[config.mk]
export PLATFORM = sky130hd
export DESIGN_NAME = elide_hint_resolver
export DESIGN_NICKNAME = d
export VERILOG_FILES = /design/src/rtl/elide_hint_pkg.sv /design/src/rtl/elide_prefix_tracker.sv /design/src/rtl/elide_len_guard.sv /design/src/rtl/elide_hint_select.sv /design/src/rtl/elide_hint_resolver.sv
export SDC_FILE = /design/constraint.sdc
export NUM_CORES = 1
export LEC_CHECK = 0
export ABC_AREA = 1
export ABC_CLOCK_PERIOD_IN_PS = 2400
export BUFFER_PORTS_ARGS = -buffer_cell sky130_fd_sc_hd__buf_2
export CORE_MARGIN = 5
export CORE_UTILIZATION = 54
export CTS_CLUSTER_DIAMETER = 200
export DETAILED_ROUTE_END_ITERATION = 12
export GPL_ROUTABILITY_DRIVEN = 0
export GPL_TIMING_DRIVEN = 0
export PLACE_DENSITY = 0.89
export SYNTH_ARGS = -nofsm -noshare
export SYNTH_HDL_FRONTEND = slang
export SYNTH_SLANG_ARGS = --single-unit
[constraint.sdc]
create_clock -name clk_i -period 2.4 [get_ports clk_i]
set_clock_uncertainty 0.2 [all_clocks]
set_input_delay 0.48 -clock clk_i [delete_from_list [all_inputs] [get_ports clk_i]]
set_output_delay 0.48 -clock clk_i [all_outputs]
set_load 0.01 [all_outputs]
[src/rtl/elide_hint_pkg.sv]
package elide_hint_pkg;

   typedef enum logic [1:0] {
      HINT_NONE = 2'd0,
      HINT_ACQ  = 2'd1,
      HINT_REL  = 2'd2
   } hint_e;

   localparam logic [7:0] ACQ_PFX = 8'hF2;
   localparam logic [7:0] REL_PFX = 8'hF3;

   // Legacy prefixes that neither start an opcode nor carry a hint.
   function automatic logic is_plain_prefix(input logic [7:0] b);
      logic r;
      case (b)
         8'hF0, 8'h66, 8'h67,
         8'h2E, 8'h36, 8'h3E, 8'h26, 8'h64, 8'h65: r = 1'b1;
         default:                                  r = 1'b0;
      endcase
      return r;
   endfunction

   // Register-extension byte range used as prefixes in 64-bit mode.
   function automatic logic is_rex_byte(input logic [7:0] b);
      return (b[7:4] == 4'h4);
   endfunction

endpackage

[src/rtl/elide_prefix_tracker.sv]
module elide_prefix_tracker
   import elide_hint_pkg::*;
#(
   parameter bit REX_AWARE = 1'b1
) (
   input  logic       clk_i,
   input  logic       rst_i,
   input  logic       vld_i,
   input  logic [7:0] data_i,
   input  logic       last_i,
   input  logic       mode64_i,
   output hint_e      rep_nxt_o,
   output logic       opc_nxt_o
);

   hint_e rep_q;
   logic  opc_q;
   logic  rex_pfx;
   logic  pfx_hold;

   generate
      if (REX_AWARE) begin : g_rex
         assign rex_pfx = mode64_i & is_rex_byte(data_i);
      end else begin : g_norex
         logic unused_mode;
         assign unused_mode = mode64_i;
         assign rex_pfx     = 1'b0;
      end
   endgenerate

   assign pfx_hold = is_plain_prefix(data_i) | rex_pfx;

   always_comb begin
      rep_nxt_o = rep_q;
      opc_nxt_o = opc_q;
      if (vld_i && !opc_q) begin
         if (data_i == ACQ_PFX) begin
            rep_nxt_o = HINT_ACQ;
         end else if (data_i == REL_PFX) begin
            rep_nxt_o = HINT_REL;
         end else if (!pfx_hold) begin
            opc_nxt_o = 1'b1;
         end
      end
   end

   always_ff @(posedge clk_i) begin
      if (rst_i) begin
         rep_q <= HINT_NONE;
         opc_q <= 1'b0;
      end else if (vld_i) begin
         if (last_i) begin
            rep_q <= HINT_NONE;
            opc_q <= 1'b0;
         end else begin
            rep_q <= rep_nxt_o;
            opc_q <= opc_nxt_o;
         end
      end
   end

   AST_OPC_FREEZES_REP: assert property (@(posedge clk_i) disable iff (rst_i)
      (opc_q && !(vld_i && last_i)) |=> $stable(rep_q));

   AST_INSTR_END_CLEARS: assert property (@(posedge clk_i) disable iff (rst_i)
      (vld_i && last_i) |=> (rep_q == HINT_NONE && !opc_q));

endmodule

[src/rtl/elide_len_guard.sv]
module elide_len_guard #(
   parameter int MAX_LEN = 15
) (
   input  logic clk_i,
   input  logic rst_i,
   input  logic vld_i,
   input  logic last_i,
   output logic over_nxt_o
);

   localparam int            CW  = $clog2(MAX_LEN + 2);
   localparam logic [CW-1:0] SAT = CW'(MAX_LEN + 1);
   localparam logic [CW-1:0] LIM = CW'(MAX_LEN);

   generate
      if (MAX_LEN < 1) begin : g_bad_len
         $error("elide_len_guard: MAX_LEN must be at least 1");
      end
   endgenerate

   logic [CW-1:0] cnt_q;
   logic [CW-1:0] cnt_nxt;

   always_comb begin
      cnt_nxt = cnt_q;
      if (vld_i && cnt_q != SAT) begin
         cnt_nxt = cnt_q + 1'b1;
      end
   end

   assign over_nxt_o = (cnt_nxt > LIM);

   always_ff @(posedge clk_i) begin
      if (rst_i) begin
         cnt_q <= '0;
      end else if (vld_i) begin
         cnt_q <= last_i ? '0 : cnt_nxt;
      end
   end

   AST_CNT_BOUND: assert property (@(posedge clk_i) disable iff (rst_i)
      cnt_q <= SAT);

   AST_CNT_RESTART: assert property (@(posedge clk_i) disable iff (rst_i)
      (vld_i && last_i) |=> (cnt_q == '0));

endmodule

[src/rtl/elide_hint_select.sv]
module elide_hint_select
   import elide_hint_pkg::*;
(
   input  hint_e rep_i,
   input  logic  opc_seen_i,
   input  logic  over_i,
   input  logic  capable_i,
   input  logic  feat_en_i,
   output hint_e hint_o,
   output logic  fault_o
);

   always_comb begin
      fault_o = over_i;
      hint_o  = HINT_NONE;
      if (!over_i && feat_en_i && capable_i && opc_seen_i) begin
         hint_o = rep_i;
      end
   end

endmodule

[src/rtl/elide_hint_resolver.sv]
module elide_hint_resolver
   import elide_hint_pkg::*;
#(
   parameter int MAX_LEN   = 15,
   parameter bit REX_AWARE = 1'b1
) (
   input  logic       clk_i,
   input  logic       rst_i,
   input  logic       byte_vld_i,
   input  logic [7:0] byte_i,
   input  logic       byte_last_i,
   input  logic       hint_capable_i,
   input  logic       feat_en_i,
   input  logic       mode64_i,
   output logic       res_vld_o,
   output logic [1:0] res_hint_o,
   output logic       res_fault_o
);

   hint_e rep_nxt;
   logic  opc_nxt;
   logic  over_nxt;
   hint_e sel_hint;
   logic  sel_fault;
   logic  fin;

   assign fin = byte_vld_i & byte_last_i;

   elide_prefix_tracker #(.REX_AWARE(REX_AWARE)) u_track (
      .clk_i     (clk_i),
      .rst_i     (rst_i),
      .vld_i     (byte_vld_i),
      .data_i    (byte_i),
      .last_i    (byte_last_i),
      .mode64_i  (mode64_i),
      .rep_nxt_o (rep_nxt),
      .opc_nxt_o (opc_nxt)
   );

   elide_len_guard #(.MAX_LEN(MAX_LEN)) u_len (
      .clk_i      (clk_i),
      .rst_i      (rst_i),
      .vld_i      (byte_vld_i),
      .last_i     (byte_last_i),
      .over_nxt_o (over_nxt)
   );

   elide_hint_select u_sel (
      .rep_i      (rep_nxt),
      .opc_seen_i (opc_nxt),
      .over_i     (over_nxt),
      .capable_i  (hint_capable_i),
      .feat_en_i  (feat_en_i),
      .hint_o     (sel_hint),
      .fault_o    (sel_fault)
   );

   always_ff @(posedge clk_i) begin
      if (rst_i) begin
         res_vld_o   <= 1'b0;
         res_hint_o  <= HINT_NONE;
         res_fault_o <= 1'b0;
      end else begin
         res_vld_o   <= fin;
         res_hint_o  <= fin ? sel_hint  : HINT_NONE;
         res_fault_o <= fin ? sel_fault : 1'b0;
      end
   end

   AST_IDLE_QUIET: assert property (@(posedge clk_i) disable iff (rst_i)
      !res_vld_o |-> (res_hint_o == 2'd0 && !res_fault_o));

   AST_PULSE_SOURCE: assert property (@(posedge clk_i) disable iff (rst_i)
      res_vld_o |-> $past(byte_vld_i && byte_last_i));

   AST_FAULT_NO_HINT: assert property (@(posedge clk_i) disable iff (rst_i)
      res_fault_o |-> (res_hint_o == 2'd0));

   AST_FEATURE_OFF: assert property (@(posedge clk_i) disable iff (rst_i)
      (res_vld_o && $past(!feat_en_i)) |-> (res_hint_o == 2'd0));

   AST_NOT_CAPABLE: assert property (@(posedge clk_i) disable iff (rst_i)
      (res_vld_o && $past(!hint_capable_i)) |-> (res_hint_o == 2'd0));

   AST_CODE_LEGAL: assert property (@(posedge clk_i) disable iff (rst_i)
      res_hint_o != 2'd3);

endmodule

; After elaboration in Yosys (flattened, before gate mapping)
; Cells that the tools add are included.
[word_totals]
reg_bits = 12
in_bits = 15
output_inout_bits = 4
elab_cells = 48
[classes]
n_reduce_logical = 10
add_sub_neg = 1
n_mux = 12
n_bitwise = 5
eq_ne = 13
n_lt_le_gt_ge = 1
[ops]
columns = op, count
row1 = $eq 8x6->1 const B, 4
row2 = $eq 8x7->1 const B, 4
row3 = $eq 8x8->1 const B, 3
row4 = $mux 5, 2
row5 = $reduce_or 9->1, 1
row6 = $mux 2, 4
row7 = $mux 1, 6
row8 = $add 5x1->5 const B, 1
row9 = $gt 5x4->1 const B, 1
row10 = $logic_and 1x1->1, 5
row11 = $ne 5x5->1 const B, 1
row12 = $eq 4x3->1 const B, 1
row13 = $reduce_or 3->1, 1
row14 = $and 1x1->1, 2
row15 = $logic_not 1->1, 2
row16 = $not 1->1, 2
row17 = $reduce_or 2->1, 1
row18 = $or 1x1->1, 1

; Longest topological paths before layout
[depth]
ltp_word = 11
depth_mapped = 10
mapped_depth_nobuf = 10

; Cells and area by module
; A second synthesis with hierarchy kept.
[unflattened]
cells_unflattened = 130
hier_area_um2 = 785.8
[modules_own_cells]
columns = module, instances, seq_area_each_um2, cells_each, area_each_um2
row1 = elide_prefix_tracker, 1, 60.1, 64, 341.6
row2 = elide_len_guard, 1, 100.1, 45, 287.8
row3 = elide_hint_resolver, 1, 80.1, 13, 120.1
row4 = elide_hint_select, 1, 0.0, 8, 36.3

; Worst setup path after synthesis
; No wires, ideal clock.
[synth_timing]
kind = flip-flop to flip-flop
start = register u_len.cnt_q[0]
end = register res_hint_o[0]
stages_incl_launch_ff = 11
path_buffers = 0
setup_time_ns = 0.111
arrival_time_ns = 1.060
path_slack_ns = 1.029
period_less_slack_ns = 1.371
path_cell_list = dfxtp_1 inv_1 ha_1 nand3_2 nand2_4 inv_4 nand2_2 nand2_2 nor2_2 nand2_1 nor2_1
[synth_via]
elab_chain_cells = 10
[synth_rtl]
columns = element, line_no
row1 = start: declaration, elide_len_guard.sv:21  ; logic [CW-1:0] cnt_q;
row2 = start signal: assignment, elide_len_guard.sv:37  ; cnt_q <= last_i ? '0 : cnt_nxt;
row3 = "parallel branches: the longest is 2 deep, another holds $add 5x1->5", --
row4 = $mux 5 *, elide_len_guard.sv:26  ; if (vld_i && cnt_q != SAT) begin
row5 = $gt 5x4->1 *, elide_len_guard.sv:31  ; assign over_nxt_o = (cnt_nxt > LIM);
row6 = $logic_not 1->1 *, elide_hint_select.sv:16  ; if (!over_i && feat_en_i && capable_i && opc_seen_i) begin
row7 = $logic_and 1x1->1 * (3 in series), elide_hint_select.sv:16
row8 = $not 1->1 (no source line) *, --
row9 = $reduce_or 3->1 (no source line) *, --
row10 = end signal: assignment, elide_hint_resolver.sv:65  ; res_hint_o <= fin ? sel_hint : HINT_NONE;
row11 = end: declaration, elide_hint_resolver.sv:16  ; output logic [1:0] res_hint_o,
; Every way passes the cells marked *.
; A chain may end at the register's enable or synchronous reset.

; Final worst setup path
[layout_timing]
start = register u_len.cnt_q[0]
end = register res_hint_o[1]
; Same word-level chain as after synthesis.

==> impl_metrics.env <==
export IMPL_postLayoutCellArea_sq_um=903
export IMPL_syn_nets=129
export IMPL_outcome="complete, no violations"
export IMPL_worstHoldPathType="input pin to register"
export IMPL_n_fill_cell=115
export IMPL_cp_end_kind="register"
export IMPL_syn_area_sq_um=758
export IMPL_clkLatencyLatePin_ps=270
export IMPL_period_share_pct=61.7
export IMPL_io_buffers=18
export IMPL_startpoint="u_len.cnt_q[0]"
export IMPL_ir_worst_vdd_v=0.000377
export IMPL_firstDrtPassIters=4
export IMPL_most_common_layout_cells="nand2_1 (24), nor2_1 (18), buf_2 (18), inv_1 (15), dfxtp_1 (12)"
export IMPL_grt_overflow_total=0
export IMPL_htreeDepth=1
export IMPL_post_place_ws_ps=816
export IMPL_dp_cells=145
export IMPL_rows=13
export IMPL_clock_sinks=12
export IMPL_critPathArrivalTime_ps=1460
export IMPL_required_ps=2380
export IMPL_holdBufCountCts=0
export IMPL_synth_area_leader_cell="dfxtp_1"
export IMPL_grt_usage_pct=15.3
export IMPL_regToRegSetupSlack_ps=920
export IMPL_final_max_slew_viol_count=0
export IMPL_slew_headroom_pct=84.2
export IMPL_p_leak_nw=0.431
export IMPL_drv_cap=0
export IMPL_die_h_microns=47.5
export IMPL_final_hold_violation_count=0
export IMPL_multi_input_area_sq_um=448
export IMPL_worstMarginPinSlew_ps=236
export IMPL_cts_buffers=3
export IMPL_regArea_sq_um=240
export IMPL_post_drt_wl_per_cell_microns=9.45
export IMPL_fin_setup_tns_ps=0
export IMPL_instances_no_fill=149
export IMPL_ant_nets=0
export IMPL_antenna_cells=0
export IMPL_grt_pass1_vias=562
export IMPL_clkTransAtPathRegs_ps=70
export IMPL_drive_gt1_share_pct=32.1
export IMPL_synth_area_leaders="dfxtp_1 (32%), nand2_1 (12%), nor2_1 (8.9%)"
export IMPL_power_density_nw_per_um2=478
export IMPL_period_needed_ps=1480
export IMPL_syn_inst=112
export IMPL_crit_fanout=5
export IMPL_startpoint_type="register"
export IMPL_hold_slack_ps=226
export IMPL_max_freq_mhz=675
export IMPL_synth_avg_cell_area_sq_um=6.77
export IMPL_rsz0062_at_grt="false"
export IMPL_area_growth_pct=19.1
export IMPL_place_area_sq_um=867
export IMPL_synth_warnings=0
export IMPL_timing_rr_end="res_hint_o[1]"
export IMPL_grt_pass1_wl_microns=2410
export IMPL_reg2reg_from="u_len.cnt_q[0]"
export IMPL_cts_tree="yes"
export IMPL_yosysTopAreaCellShare_pct=31.7
export IMPL_rr_worst_depth=10
export IMPL_drt_iter0_drc=15
export IMPL_ys_ff_latch=12
export IMPL_ys_seq_area_share_pct=31.7
export IMPL_die_w_microns=47.5
export IMPL_grt_max_degree=8
export IMPL_clockBufferDepth=2
export IMPL_start_util_pct=57.5
export IMPL_crit_type="register to register"
export IMPL_drc=0
export IMPL_setup_ws_ps=919
export IMPL_dieArea_sq_um=2250
export IMPL_ios=19
export IMPL_synth_cell_types=24
export IMPL_clockRootBuffer="clkbuf_4"
export IMPL_postCtsResizedCells=0
export IMPL_core_sq_um=1320
export IMPL_report_final_setup_viol=0
export IMPL_vias=708
export IMPL_vias_per_cell=4.75
export IMPL_cts_setup_buffers=0
export IMPL_mostFrequentLayoutCell="nand2_1"
export IMPL_layout_nets=152
export IMPL_drt_wl_total_microns=1410
export IMPL_grt_antenna_before_repair=0
export IMPL_dp_hpwl_microns=1160
export IMPL_setup_worst_path_end="res_hint_o[1]"
## cell usage after synthesis
master	n
a211oi_1	2
a21boi_0	1
o21bai_2	1
nor3_1	1
xnor2_1	1
a21oi_2	1
o21ai_0	1
nand4_1	1
inv_2	2
ha_1	2
xor2_1	2
a21oi_1	3
inv_4	1
nand3_2	2
nand2_4	1
nand2_2	7
nor2_2	3
nand2_1	24
dfxtp_1	12
nand3_1	8
nor2_4	2
nor2_1	18
inv_1	15
o21ai_2	1
## registers in the layout, summed over array words and instances (netlist names)
name and flops:
u_len.cnt_q 5, res_hint_o 2, u_track.rep_q 2, res_fault_o 1, res_vld_o 1, u_track.opc_q 1
## worst max-delay path: stages (launching register included)
cell	delay [ps]
dfxtp_1	380
inv_1	70
ha_1	200
nand3_2	90
nand2_4	70
inv_4	80
nand2_2	60
nand2_2	80
nor2_2	30
nand2_1	70
nor2_1	40
## power by group
group | switching [mW] | internal, mW
sequential | 0.00398 | 0.204
clock | 0.0657 | 0.0923
combinational | 0.0404 | 0.0250
## final cells by class
type                            instances  area share (%)
Multi-Input combinational cell         82            49.6
Clock buffer                            4            4.02
Timing Repair Buffer                   18            9.97
Inverter                               18            7.76
Sequential cell                        12            26.6
Tap cell                               15            2.08
## cells by family (layout without fill, tap and decap cells)
| group | count (synthesis) | after routing | synth area share [%] |
|---|---|---|---|
| xor gates and xnor gates | 3 | 3 | 3.47 |
| DFF | 12 | 12 | 31.7 |
| and+or+nand+nor | 67 | 67 | 42.9 |
| adders and majority gates | 2 | 2 | 3.30 |
| buffers and inverters | 18 | 40 | 9.24 |
| AOI/OAI and AO/OA | 10 | 10 | 9.40 |
## per-layer routing
| metal | wire length [microns] | vias to the layer above | GRT usage, % |
|---|---|---|---|
| met5 | 0 | - | 0 |
| met1 | 699 | 299 | 21.6 |
| met2 | 594 | 16 | 21.9 |
| li1 | - | 391 | - |
| met3 | 106 | 2 | 7.14 |
| met4 | 8 | 0 | 1.66 |
## per-stage QoR
stage	power (mW)	util [%]
2_1_floorplan	0.252	-
3_3_place_gp	0.276	65.8
3_5_place_dp	0.278	65.8
4_1_cts	0.437	68.6
5_1_grt	0.460	68.6
6_report	0.432	68.6
## worst min-delay path by stage
stage | slack [ps] | cells after the start | to | startpoint
2_1_floorplan | 230 | 2 | u_track.rep_q[1] | u_track.rep_q[1]
3_3_place_gp | 250 | 2 | u_track.rep_q[1] | u_track.rep_q[1]
3_5_place_dp | 270 | 2 | u_track.rep_q[1] | u_track.rep_q[1]
4_1_cts | 220 | 2 | u_track.rep_q[0] | rst_i
5_1_grt | 210 | 2 | u_track.rep_q[0] | rst_i
6_report | 230 | 2 | u_track.rep_q[0] | rst_i
No activity file was read; power rests on OpenSTA's default activity.
